**src/rtl/pwq_pkg.sv**
```systemverilog
package pwq_pkg;
  typedef enum logic [1:0] {
    SEQ_IDLE = 2'd0,
    SEQ_WR   = 2'd1,
    SEQ_RD   = 2'd2
  } seq_state_t;
endpackage

```
**src/rtl/pwq_fifo.sv**
```systemverilog
module pwq_fifo #(
  parameter int W     = 64,
  parameter int DEPTH = 4
) (
  input  logic         clk,
  input  logic         rst,
  input  logic         push,
  input  logic [W-1:0] din,
  input  logic         pop,
  output logic [W-1:0] dout,
  output logic         full,
  output logic         empty
);
  localparam int PW = $clog2(DEPTH);
  localparam int CW = $clog2(DEPTH + 1);

  logic [W-1:0]  mem [DEPTH];
  logic [PW-1:0] wr_ptr, rd_ptr;
  logic [CW-1:0] count;

  always_ff @(posedge clk) begin
    if (push) mem[wr_ptr] <= din;
  end

  always_ff @(posedge clk) begin
    if (rst) begin
      wr_ptr <= '0;
      rd_ptr <= '0;
      count  <= '0;
    end else begin
      if (push) wr_ptr <= (wr_ptr == PW'(DEPTH - 1)) ? '0 : wr_ptr + PW'(1);
      if (pop)  rd_ptr <= (rd_ptr == PW'(DEPTH - 1)) ? '0 : rd_ptr + PW'(1);
      if (push && !pop)      count <= count + CW'(1);
      else if (pop && !push) count <= count - CW'(1);
    end
  end

  assign dout  = mem[rd_ptr];
  assign full  = (count == CW'(DEPTH));
  assign empty = (count == '0);
endmodule

```
**src/rtl/pwq_target_seq.sv**
```systemverilog
module pwq_target_seq
  import pwq_pkg::*;
#(
  parameter int AW = 32,
  parameter int DW = 32
) (
  input  logic          clk,
  input  logic          rst,
  input  logic          wr_avail,
  input  logic [AW-1:0] wr_addr,
  input  logic [DW-1:0] wr_data,
  input  logic          rd_go,
  input  logic [AW-1:0] rd_addr,
  input  logic          hold,
  input  logic          t_ready,
  input  logic [DW-1:0] t_rdata,
  output logic          wr_pop,
  output logic          rd_issue,
  output logic          wr_done,
  output logic          idle,
  output logic          t_valid,
  output logic          t_we,
  output logic [AW-1:0] t_addr,
  output logic [DW-1:0] t_wdata,
  output logic          rc_valid,
  output logic [DW-1:0] rc_data
);
  seq_state_t state;
  logic       rd_done;

  assign idle     = (state == SEQ_IDLE);
  assign rd_issue = idle && !hold && rd_go;
  assign wr_pop   = idle && !hold && !rd_go && wr_avail;
  assign wr_done  = (state == SEQ_WR) && t_ready;
  assign rd_done  = (state == SEQ_RD) && t_ready;

  always_ff @(posedge clk) begin
    if (rst) begin
      state    <= SEQ_IDLE;
      t_valid  <= 1'b0;
      t_we     <= 1'b0;
      t_addr   <= '0;
      t_wdata  <= '0;
      rc_valid <= 1'b0;
      rc_data  <= '0;
    end else begin
      rc_valid <= rd_done;
      if (rd_done) rc_data <= t_rdata;
      unique case (state)
        SEQ_IDLE: begin
          if (rd_issue) begin
            state   <= SEQ_RD;
            t_valid <= 1'b1;
            t_we    <= 1'b0;
            t_addr  <= rd_addr;
            t_wdata <= '0;
          end else if (wr_pop) begin
            state   <= SEQ_WR;
            t_valid <= 1'b1;
            t_we    <= 1'b1;
            t_addr  <= wr_addr;
            t_wdata <= wr_data;
          end
        end
        SEQ_WR, SEQ_RD: begin
          if (t_ready) begin
            state   <= SEQ_IDLE;
            t_valid <= 1'b0;
          end
        end
        default: state <= SEQ_IDLE;
      endcase
    end
  end
endmodule

```
**src/rtl/pwq_grant.sv**
```systemverilog
module pwq_grant (
  input  logic clk,
  input  logic rst,
  input  logic m_req,
  input  logic quiet,
  output logic m_gnt
);
  always_ff @(posedge clk) begin
    if (rst) m_gnt <= 1'b0;
    else     m_gnt <= m_req && (m_gnt || quiet);
  end
endmodule

```
**src/rtl/pw_order_bridge.sv**
```systemverilog
module pw_order_bridge #(
  parameter int AW    = 32,
  parameter int DW    = 32,
  parameter int DEPTH = 4
) (
  input  logic          clk,
  input  logic          rst,
  input  logic          h_req,
  input  logic          h_we,
  input  logic [AW-1:0] h_addr,
  input  logic [DW-1:0] h_wdata,
  output logic          h_ack,
  output logic          h_retry,
  output logic          t_valid,
  output logic          t_we,
  output logic [AW-1:0] t_addr,
  output logic [DW-1:0] t_wdata,
  input  logic          t_ready,
  input  logic [DW-1:0] t_rdata,
  input  logic          m_req,
  output logic          m_gnt,
  output logic          rc_valid,
  output logic [DW-1:0] rc_data
);
  localparam int EW = AW + DW;
  localparam int OW = $clog2(DEPTH + 2);

  logic          fifo_full, fifo_empty, push, pop;
  logic [EW-1:0] head;
  logic          bus_busy, wr_ok, rd_ok, rd_accept;
  logic          rd_pend, rd_go, rd_issue, wr_done, seq_idle, quiet;
  logic [AW-1:0] rd_addr;
  logic [OW-1:0] out_cnt, ahead;

  assign bus_busy  = m_req || m_gnt;
  assign wr_ok     = !bus_busy && !fifo_full;
  assign rd_ok     = !bus_busy && !rd_pend;
  assign h_ack     = h_req && (h_we ? wr_ok : rd_ok);
  assign h_retry   = h_req && !h_ack;
  assign push      = h_ack && h_we;
  assign rd_accept = h_ack && !h_we;
  assign rd_go     = rd_pend && (ahead == '0);
  assign quiet     = fifo_empty && seq_idle && !rd_pend;

  pwq_fifo #(.W(EW), .DEPTH(DEPTH)) u_fifo (
    .clk(clk), .rst(rst), .push(push), .din({h_addr, h_wdata}),
    .pop(pop), .dout(head), .full(fifo_full), .empty(fifo_empty)
  );

  pwq_target_seq #(.AW(AW), .DW(DW)) u_seq (
    .clk(clk), .rst(rst),
    .wr_avail(!fifo_empty), .wr_addr(head[EW-1:DW]), .wr_data(head[DW-1:0]),
    .rd_go(rd_go), .rd_addr(rd_addr), .hold(m_gnt),
    .t_ready(t_ready), .t_rdata(t_rdata),
    .wr_pop(pop), .rd_issue(rd_issue), .wr_done(wr_done), .idle(seq_idle),
    .t_valid(t_valid), .t_we(t_we), .t_addr(t_addr), .t_wdata(t_wdata),
    .rc_valid(rc_valid), .rc_data(rc_data)
  );

  pwq_grant u_gnt (
    .clk(clk), .rst(rst), .m_req(m_req), .quiet(quiet), .m_gnt(m_gnt)
  );

  // writes acknowledged but not yet completed on the target port
  always_ff @(posedge clk) begin
    if (rst) out_cnt <= '0;
    else if (push && !wr_done) out_cnt <= out_cnt + OW'(1);
    else if (wr_done && !push) out_cnt <= out_cnt - OW'(1);
  end

  // single read slot; ahead counts the older writes it must wait for
  always_ff @(posedge clk) begin
    if (rst) begin
      rd_pend <= 1'b0;
      rd_addr <= '0;
      ahead   <= '0;
    end else if (rd_accept) begin
      rd_pend <= 1'b1;
      rd_addr <= h_addr;
      ahead   <= out_cnt - (wr_done ? OW'(1) : OW'(0));
    end else begin
      if (rd_issue) rd_pend <= 1'b0;
      if (wr_done && ahead != '0) ahead <= ahead - OW'(1);
    end
  end
endmodule

```
**config.mk**
```make
export PLATFORM = sky130hd
export DESIGN_NAME = pw_order_bridge
export DESIGN_NICKNAME = d
export VERILOG_FILES = /design/src/rtl/pwq_pkg.sv /design/src/rtl/pwq_fifo.sv /design/src/rtl/pwq_target_seq.sv /design/src/rtl/pwq_grant.sv /design/src/rtl/pw_order_bridge.sv
export SDC_FILE = /design/constraint.sdc
export NUM_CORES = 1
export LEC_CHECK = 0
export CAP_MARGIN = 20
export CELL_PAD_IN_SITES_DETAIL_PLACEMENT = 0
export CELL_PAD_IN_SITES_GLOBAL_PLACEMENT = 1
export CORE_ASPECT_RATIO = 1.75
export CORE_MARGIN = 10
export CORE_UTILIZATION = 45
export DETAILED_ROUTE_END_ITERATION = 16
export HOLD_SLACK_MARGIN = 0.15
export PLACE_DENSITY = 0.78
export SLEW_MARGIN = 20
export SYNTH_ARGS = -nofsm -noshare
export SYNTH_HDL_FRONTEND = slang
export SYNTH_SLANG_ARGS = --single-unit
```
**constraint.sdc**
```tcl
create_clock -name clk -period 4.2 [get_ports clk]
set_input_delay 0.84 -clock clk [delete_from_list [all_inputs] [get_ports clk]]
set_output_delay 0.84 -clock clk [all_outputs]
set_load 0.02 [all_outputs]
```
==> results of run 1 <==
[metrics by stage]
stage          area, um2  utilization, %  worst slack, ns  instances
2_1_floorplan      14900               -            0.632       1003
3_3_place_gp       17400            53.0            0.751       1568
3_5_place_dp       17400            53.1            0.706       1569
4_1_cts            18700            57.1            0.697       1637
5_1_grt            18700            57.1            0.629       1637
6_report           18700            57.1            0.697       1638
[per-layer routing]
layer / share of wire, % / vias up / global-route usage (%)
li1: - / 4130 / -
met1: 37 / 4451 / 18.7
met2: 55 / 263 / 31.7
met3: 5.5 / 50 / 3.18
met4: 2.4 / 0 / 5.42
met5: 0 / - / 0
[cell type report]
cell class,count,area (um2),area share (%)
sequential,406,10700,57.1
clock inverter,23,254,1.36
tap,405,507,2.70
clock buffer,45,1060,5.65
multi-input combinational,522,3900,20.8
inverter,14,52.6,0.280
antenna,1,2.50,0.0134
timing repair buffer,222,2270,12.1
[cells by family after synthesis]
| kind of cell | count (synthesis) |
|---|---|
| AOI/OAI and AO/OA | 154 |
| xor gates and xnor gates | 7 |
| muxes | 68 |
| adders and majority gates | 17 |
| and+or+nand+nor | 276 |
| buffers and inverters | 75 |
| DFF | 406 |
[sequential cells by signal, summed over array words and instances (netlist names), named ones only]
register,count
u_seq.t_wdata,32
u_fifo.count,3
u_seq.t_we,1
ahead,3
out_cnt,3
u_seq.t_valid,1
u_gnt.m_gnt,1
u_seq.rc_valid,1
u_seq.rc_data,32
u_fifo.mem,256
rd_addr,32
u_fifo.wr_ptr,2
u_fifo.rd_ptr,2
u_seq.t_addr,32
rd_pend,1
u_seq.state,2
[synthesized netlist by cell type, types with 3 or more instances]
| cell type | number |
|---|---|
| inv_1 | 13 |
| o21ai_0 | 4 |
| mux4_2 | 64 |
| a21oi_1 | 76 |
| nand2b_1 | 3 |
| clkbuf_1 | 41 |
| a22oi_1 | 33 |
| and2_1 | 9 |
| o22ai_1 | 31 |
| xor2_1 | 6 |
| buf_2 | 19 |
| nor3_1 | 33 |
| nor2_1 | 78 |
| nand2_1 | 136 |
| ha_1 | 15 |
| or3_1 | 3 |
| edfxtp_1 | 256 |
| dfxtp_1 | 150 |
| mux2i_1 | 4 |
[power by group]
group	total, mW	switching [mW]	internal [mW]
clock	3.59	1.47	2.12
sequential	5.01	0.414	4.60
combinational	3.01	1.54	1.47
[worst max-delay path, stage by stage]
cell and delay, ns:
clkdlybuf4s50_1 0.43, or2_2 0.30, a311oi_1 0.31, and2_1 0.18, clkdlybuf4s50_1 0.60
[how the worst max path moves through the flow]
stage | end | cells past startpoint | slack, ns
after floorplan | u_fifo.mem[1][0] | 3 | 0.63
after global placement | h_ack | 5 | 0.75
after global routing | h_ack | 5 | 0.63
after detailed placement | h_ack | 5 | 0.71
after CTS | h_ack | 5 | 0.70
final | h_ack | 5 | 0.70
==> out/results.ini, run 1 <==
[run_status]
status = finished, final reports clean

[clock_network]
numCtsBuffers = 37
clock_latency_ns = 0.54
post_cts_buffers = 0
hold_buffers = 0
cts.path.max_buffers = 3
clock-sinks = 406
cts.htree.levels = 2
cts_tree = yes
cts-root-buf = clkbuf_16
cts_resized = 0
clk_pin_slew_worst_paths_ns = 0.06

[layout]
fillers = 2598
mostFrequentLayoutCells = 256 x edfxtp_1, 202 x clkdlybuf4s50_1, 148 x dfxtp_1, 134 x nand2_1, 78 x nor2_1
syn_to_final_growth_pct = 26.1
final_common_cell = edfxtp_1
final_nets = 1322
drive_gt1_share_pct = 13.4

[timing]
setup_violations = 0
finalHoldWorstSlack_ns = 0.453
rsz0062_at_grt = no
worstMarginPinSlew_ns = 1.01
setup_tns_ns = 0
timing.fmax_ghz = 0.285
max_slew_margin_pct = 32.7
hold_viol_final = 0
finalMaxSlewViolations = 0
period_minus_slack_ns = 3.50
finClkSkew_ns = 0.0192
finalCritPeriodShare_pct = 83.4

[placement]
gp_congestion = 0.750
dp_hpwl_mm = 22.7
io_buffers = 203

[setup_path]
reg2reg_to = u_fifo.count[2]
r2r_start = u_gnt.m_gnt
crit_path_end_kind = primary output
ff2ff_setup_slack_ns = 1.72
path_class = in2out
reg2reg_depth = 9
cp-startpoint = m_req
crit_arrival_ns = 2.66
cp.required_ns = 3.36
startpoint_type = input port
crit_fanout = 3

[synthesis]
muxShareOfSynthArea_pct = 9.97
async_reset_ff_share_pct = 0
ys.warnings.count = 0
synthAdderAreaFrac_pct = 1.53
synth-simple-area-share_pct = 7.89
synth_flop_cell = edfxtp_1
synthCells = 1003
synth_area_um2 = 14900
ys_seq_area_share_pct = 71.9
syn_avg_cell_area_um2 = 14.8
synth_xor_area_share_pct = 0.412
synth_enable_flop_cells = 256
syn_nets = 1122
synth-seq-cells = 406
synthTopCellsByArea = edfxtp_1 52%, dfxtp_1 20%, mux4_2 9.7%, nand2_1 3.4%, a21oi_1 2.6%
synth_top_family_by_area = multiplexers
synthDistinctLibCells = 43
synth_compound_area_share_pct = 6.23
synth_top_area_share_pct = 51.7
yosys.area.top_type = edfxtp_1

[detailed_routing]
postRouteAntennaNets = 0
drc = 0
wl_per_cell_um = 21.6
vias = 8894
routed_wl_mm = 35.3
firstDrtPassIters = 5
drt_iter0_drc = 469
vias_per_cell = 5.43

[worst_hold_path]
holdCritPathClass = reg2reg
hold_depth = 2
hold_start = u_seq.rc_data[22]
whs_endpoint = u_seq.rc_data[22]

[floorplan]
initial_core_util_pct = 45.3
coreArea_um2 = 32800
num_io_pins = 204
die_h_um = 260
die_w_um = 157
std_cell_rows = 88
die_area_um2 = 41000

[job]
max-cap-violations = 0

[grt]
grt_util_all_layers_pct = 16.9
antenna_found_initial = 0
grt_pass1_vias = 9061
grt_overflow = 0
grt_pass1_wl_mm = 53.4
grt_max_degree = 83

[power_and_ir_drop]
ir_drop_v = 0.000406
power.density_nw_per_um2 = 619
p_leak_nw = 6.23
total_power_mw = 11.6

No activity file was read; power rests on OpenSTA's default activity.
==> inputs of run 2 (changes only) <==
--- a/config.mk
+++ b/config.mk
@@ -10,10 +10,10 @@
 export CELL_PAD_IN_SITES_GLOBAL_PLACEMENT = 1
 export CORE_ASPECT_RATIO = 1.75
 export CORE_MARGIN = 10
-export CORE_UTILIZATION = 45
+export CORE_UTILIZATION = 41
 export DETAILED_ROUTE_END_ITERATION = 16
 export HOLD_SLACK_MARGIN = 0.15
-export PLACE_DENSITY = 0.78
+export PLACE_DENSITY = 0.75
 export SLEW_MARGIN = 20
 export SYNTH_ARGS = -nofsm -noshare
 export SYNTH_HDL_FRONTEND = slang
==> constraint.sdc (replaced) <==
create_clock -name clk -period 3.1 [get_ports clk]
set_input_delay 0.62 -clock clk [delete_from_list [all_inputs] [get_ports clk]]
set_output_delay 0.62 -clock clk [all_outputs]
set_load 0.02 [all_outputs]
==> run 2 against run 1 <==
Against the previous run:
- first-iteration DRC count grew 4.7%
- core utilization shrank 4.3 points
- final cell count grew 4.9%
- highest routed layer is now met5
- non-clock buffer count grew 14
- critical path type unchanged
- critical path depth is the same
- via count shrank 0.22%
- critical endpoint unchanged
- sequential share of layout area shrank 0.71 points
- hold slack is essentially flat
- sequential power grew 32%
- register-to-register slack lost 1.1 ns
- largest cell class unchanged
- die area grew 8.7%
- clock skew shrank 0.0041 ns
==> out/results.ini, run 2 (synthesized netlist as in run 1, its figures left out) <==
[layout]
final_common_cell = edfxtp_1
largest_reg_flops = 256  ; unchanged
multi_input_area_um2 = 3900  ; about the same
seq_area_um2 = 10700  ; unchanged
final_cell_count_no_fill = 1718  ; +4.9%
final_nets = 1336  ; +1.1%
top_register = u_fifo.mem
fin_util_pct = 52.8  ; -4.3 points
mostFrequentLayoutCells = 256 x edfxtp_1, 202 x clkdlybuf4s50_1, 148 x dfxtp_1, 135 x nand2_1, 78 x nor2_1
drive_gt1_share_pct = 13.8  ; +0.41 points
fillers = 3051  ; +17%
fin_area_um2 = 19000  ; +1.3%
syn_to_final_growth_pct = 27.7

[placement]
post-place-ws_ns = 0.00663  ; -0.699 ns
dp_hpwl_mm = 22.9  ; +0.63%
io_buffers = 203  ; unchanged
post_dp_cell_area_um2 = 17700  ; +1.6%
gp_congestion = 0.722  ; -3.7%
placed_cells = 1648  ; +5.0%

[power_and_ir_drop]
power.density_nw_per_um2 = 821  ; +33%
ir_drop_v = 0.000565  ; +39%
total_power_mw = 15.6  ; +34%
p_leak_nw = 6.30  ; +1.1%

[worst_hold_path]
hold_start = u_seq.rc_data[25]
holdCritPathClass = reg2reg

[setup_path]
r2r_start = u_gnt.m_gnt
cp_slowest_cell = clkdlybuf4s50_1
cp.required_ns = 2.48  ; -0.88 ns
path_cells = clkdlybuf4s50_1 > or2_2 > a311oi_1 > and2_1 > clkdlybuf4s50_1
crit_path_end_kind = primary output
cpLargestDelayFamily = buffers and inverters
path_class = in2out
cp-startpoint = m_req
crit_arrival_ns = 2.36  ; -0.30 ns
startpoint_type = input port
slowest_delay_ns = 0.60  ; about the same
crit_fanout = 2  ; -1
worst-path-buf-inv = 2  ; unchanged
cpMostUsedCell = clkdlybuf4s50_1

[job]
max-cap-violations = 0  ; unchanged

[clock_network]
cts_tree = yes
cts.htree.levels = 2  ; unchanged
clock-sinks = 406  ; unchanged
post_cts_buffers = 0  ; unchanged
hold_buffers = 0  ; unchanged
cts_resized = 0  ; unchanged
clk_pin_slew_worst_paths_ns = 0.06  ; about the same
cts.path.max_buffers = 3  ; unchanged
numCtsBuffers = 37  ; unchanged
cts-root-buf = clkbuf_16
clock_latency_ns = 0.54  ; about the same

[timing]
finalHoldWorstSlack_ns = 0.453  ; -0.000278 ns
hold_viol_final = 0  ; unchanged
fin_ws_ns = 0.120  ; -0.577 ns
setup_violations = 0  ; unchanged
worstMarginPinSlew_ns = 0.887  ; -0.122 ns
setup_tns_ns = 0  ; unchanged
period_minus_slack_ns = 2.98
max_slew_margin_pct = 40.9  ; +8.2 points
finalMaxSlewViolations = 0  ; unchanged
finClkSkew_ns = 0.0151  ; -0.00409 ns
finalCritPeriodShare_pct = 96.1
rsz0062_at_grt = no
timing.fmax_ghz = 0.336

[grt]
grt_pass1_vias = 9360  ; +3.3%
grt_overflow = 0  ; unchanged
grt_pass1_wl_mm = 54.3  ; +1.6%
grt_util_all_layers_pct = 15.7  ; -1.2 points
antenna_found_initial = 3  ; +3
grt_max_degree = 95  ; +14%

[floorplan]
die_w_um = 164  ; +4.2%
num_io_pins = 204  ; unchanged
coreArea_um2 = 35900  ; +9.5%
die_area_um2 = 44600  ; +8.7%
std_cell_rows = 92  ; +4.5%
initial_core_util_pct = 41.4  ; -3.9 points
die_h_um = 272  ; +4.4%

[detailed_routing]
vias = 8874  ; -0.22%
postRouteAntennaNets = 0  ; unchanged
drc = 0  ; unchanged
routed_wl_mm = 35.2  ; -0.26%
wl_per_cell_um = 20.5  ; -4.9%
drt_iter0_drc = 491  ; +4.7%
firstDrtPassIters = 5  ; unchanged
vias_per_cell = 5.17  ; -4.9%

[run_status]
status = finished, final reports clean

-- run 2: cell count changes in the layout (fill, tap and decap cells not counted), sizes merged --
cell,change
buf,+14
clkinvlp,-2
bufinv,+1
clkbuf,-1
clkinv,+1
diode,+1
inv,+1
-- run 2: area by class of cell --
| type | count | area share [%] |
|---|---|---|
| Clock inverter | 24 | 1.58 |
| Antenna cell | 2 | 0.0264 |
| Clock buffer | 44 | 5.12 |
| Tap cell | 470 | 3.10 |
| Timing Repair Buffer | 236 | 13.0 |
| Inverter | 14 | 0.277 |
| Multi-Input combinational cell | 522 | 20.5 |
| Sequential cell | 406 | 56.4 |
-- run 2: final timing paths --
path	endpoint	slack, ns	cells past startpoint
setup / recovery	h_ack	0.12	5
hold / removal	u_seq.rc_data[25]	0.45	2
setup reg to reg	out_cnt[2]	0.64	9
hold reg to reg	u_seq.rc_data[25]	0.45	2
-- run 2: worst register-to-register path, stage by stage (launching register included) --
cell	delay, ns
dfxtp_1	0.37
or2_2	0.33
a311oi_2	0.29
buf_4	0.18
ha_1	0.16
inv_1	0.05
fa_1	0.37
xor2_1	0.18
or3_1	0.31
a21oi_1	0.15
-- run 2: per-layer routing --
layer / part of all wire (%) / GRT usage (%)
met1: 38 / 17.7
met2: 55 / 28.5
met3: 4.8 / 2.95
met4: 3.0 / 5.95
met5: 0.037 / 0
-- run 2: report_power, final --
| group | switching, mW | internal (mW) | total (mW) |
|---|---|---|---|
| clock network | 1.98 | 2.77 | 4.75 |
| logic | 2.25 | 1.98 | 4.24 |
| registers | 0.358 | 6.23 | 6.59 |
==> inputs of run 3 (changes only) <==
--- a/config.mk
+++ b/config.mk
@@ -10,11 +10,13 @@
 export CELL_PAD_IN_SITES_GLOBAL_PLACEMENT = 1
 export CORE_ASPECT_RATIO = 1.75
 export CORE_MARGIN = 10
-export CORE_UTILIZATION = 41
+export CORE_UTILIZATION = 25
 export DETAILED_ROUTE_END_ITERATION = 16
 export HOLD_SLACK_MARGIN = 0.15
-export PLACE_DENSITY = 0.75
+export PLACE_DENSITY = 0.5
+export SKIP_LAST_GASP = 1
 export SLEW_MARGIN = 20
 export SYNTH_ARGS = -nofsm -noshare
 export SYNTH_HDL_FRONTEND = slang
 export SYNTH_SLANG_ARGS = --single-unit
+export TNS_END_PERCENT = 20
==> run 3 against run 2 <==
Against the previous run:
- critical path depth grew 1
- clock power about the same
- design area increased by 2.3%
- clock skew rose by 0.0066 ns
- sequential power grew 2%
- routed wire length increased by 19%
- fmax barely moved
- core utilization down 20 points
- die area grew 57%
- highest routed layer unchanged
==> out/results.ini, run 3 (synthesized netlist as in run 1, its figures left out) <==
[timing]
finalCritPeriodShare_pct = 96.1  ; about the same
worstMarginPinSlew_ns = 0.759  ; -0.128 ns
period_minus_slack_ns = 2.98  ; -0.00124 ns
hold_viol_final = 0  ; unchanged
finalHoldWorstSlack_ns = 0.452  ; -0.000160 ns
finClkSkew_ns = 0.0217  ; +0.00660 ns
timing.fmax_ghz = 0.336  ; about the same
finalMaxSlewViolations = 0  ; unchanged
fin_ws_ns = 0.121  ; +0.00124 ns
rsz0062_at_grt = no
max_slew_margin_pct = 49.4  ; +8.5 points
setup_violations = 0  ; unchanged

[setup_path]
crit_path_end_kind = primary output
cp.required_ns = 2.48  ; about the same
reg2reg_to = out_cnt[2]
r2r_start = u_gnt.m_gnt
crit_fanout = 3  ; +1
reg2reg_depth = 9  ; unchanged
path_class = in2out
ff2ff_setup_slack_ns = 0.65  ; about the same
crit_arrival_ns = 2.36  ; about the same
startpoint_type = input port

[layout]
drive_gt1_share_pct = 14.2  ; +0.41 points
diodes = 0  ; -2
final_nets = 1346  ; +0.75%
top_register = u_fifo.mem
fin_util_pct = 32.9  ; -20 points
syn_to_final_growth_pct = 30.6
final_common_cell = edfxtp_1
largest_reg_flops = 256  ; unchanged
mostFrequentLayoutCells = 256 x edfxtp_1, 202 x clkdlybuf4s50_1, 148 x dfxtp_1, 135 x nand2_1, 78 x nor2_1
final_cell_count_no_fill = 2039  ; +19%

[placement]
gp_congestion = 0.700  ; -3.0%
placed_cells = 1964  ; +19%
dp_hpwl_mm = 27.6  ; +21%
io_buffers = 203  ; unchanged
post-place-ws_ns = 0.0220  ; +0.0154 ns

[clock_network]
clock_latency_ns = 0.55  ; about the same
cts_resized = 0  ; unchanged
cts.path.max_buffers = 3  ; unchanged
post_cts_buffers = 0  ; unchanged
cts.htree.levels = 2  ; unchanged
clk_pin_slew_worst_paths_ns = 0.06  ; about the same
cts-root-buf = clkbuf_16
cts_tree = yes
numCtsBuffers = 41  ; +11%
hold_buffers = 0  ; unchanged
clock-sinks = 406  ; unchanged

[job]
max-cap-violations = 0  ; unchanged

[detailed_routing]
postRouteAntennaNets = 0  ; unchanged
firstDrtPassIters = 5  ; unchanged
drc = 0  ; unchanged
vias = 8946  ; +0.81%
wl_per_cell_um = 20.5  ; about the same
routed_wl_mm = 41.8  ; +19%
vias_per_cell = 4.39  ; -15%
drt_iter0_drc = 446  ; -9.2%

[grt]
antenna_found_initial = 4  ; +1
grt_pass1_vias = 9489  ; +1.4%
grt_max_degree = 83  ; -13%
grt_overflow = 0  ; unchanged
grt_util_all_layers_pct = 11.8  ; -3.9 points
grt_pass1_wl_mm = 62.5  ; +15%

[floorplan]
std_cell_rows = 118  ; +28%
die_w_um = 204  ; +25%
die_h_um = 343  ; +26%
coreArea_um2 = 59100  ; +64%
initial_core_util_pct = 25.2  ; -16 points
num_io_pins = 204  ; unchanged
die_area_um2 = 70000  ; +57%

[power_and_ir_drop]
ir_drop_v = 0.000367  ; -35%
power.density_nw_per_um2 = 816  ; -0.59%
p_leak_nw = 6.33  ; +0.46%
total_power_mw = 15.8  ; +1.7%

[worst_hold_path]
hold_start = u_seq.rc_data[22]
whs_endpoint = u_seq.rc_data[22]
hold_depth = 2  ; unchanged
holdCritPathClass = reg2reg

[run_status]
status = finished, final reports clean

==> run 3: per-stage QoR <==
| stage | instance area (um2) | setup TNS (ns) |
|---|---|---|
| after global placement | 18100 | -0.000883 |
| after global routing | 19400 | 0 |
| final | 19400 | 0 |
| after CTS | 19400 | 0 |
| after floorplan | 14900 | -47.50 |
| after detailed placement | 18100 | 0 |
==> run 3: layout make-up <==
class / instances / area [um2]
well taps: 780 / 976
clock inverters: 17 / 165
flip-flops and latches: 406 / 10700
clock buffers: 58 / 1110
fillers: 5857 / 39700
multi-input cells: 522 / 3900
inverters: 14 / 52.6
repair buffers: 242 / 2500
==> run 3: critical path, cell delays in order <==
cell             delay [ns]
clkdlybuf4s50_1        0.53
buf_4                  0.15
nor2_1                 0.04
a311oi_2               0.26
and2_1                 0.16
clkdlybuf4s50_1        0.60
==> run 3: worst max path at each step <==
stage                from                to  slack [ns]  cells after the start
floorplan           m_req  u_fifo.mem[0][0]       -0.25                      3
global placement    m_req        out_cnt[2]     -0.0009                     10
detailed placement  m_req        out_cnt[2]        0.02                     10
CTS                  h_we             h_ack        0.07                      6
global route         h_we             h_ack        0.06                      6
finish               h_we             h_ack        0.12                      6
==> run 3: routing by layer <==
metal  up-vias  wire length (um)  GRT usage [%]
li1       4188                 -              -
met1      4485             16700           13.6
met2       214             21700           21.1
met3        55              2440           2.93
met4         4               852           3.36
met5         -                34              0
==> run 3: power by group <==
group          internal, mW  switching (mW)
logic                  2.05            2.30
clock network          2.69            2.10
registers              6.23           0.472
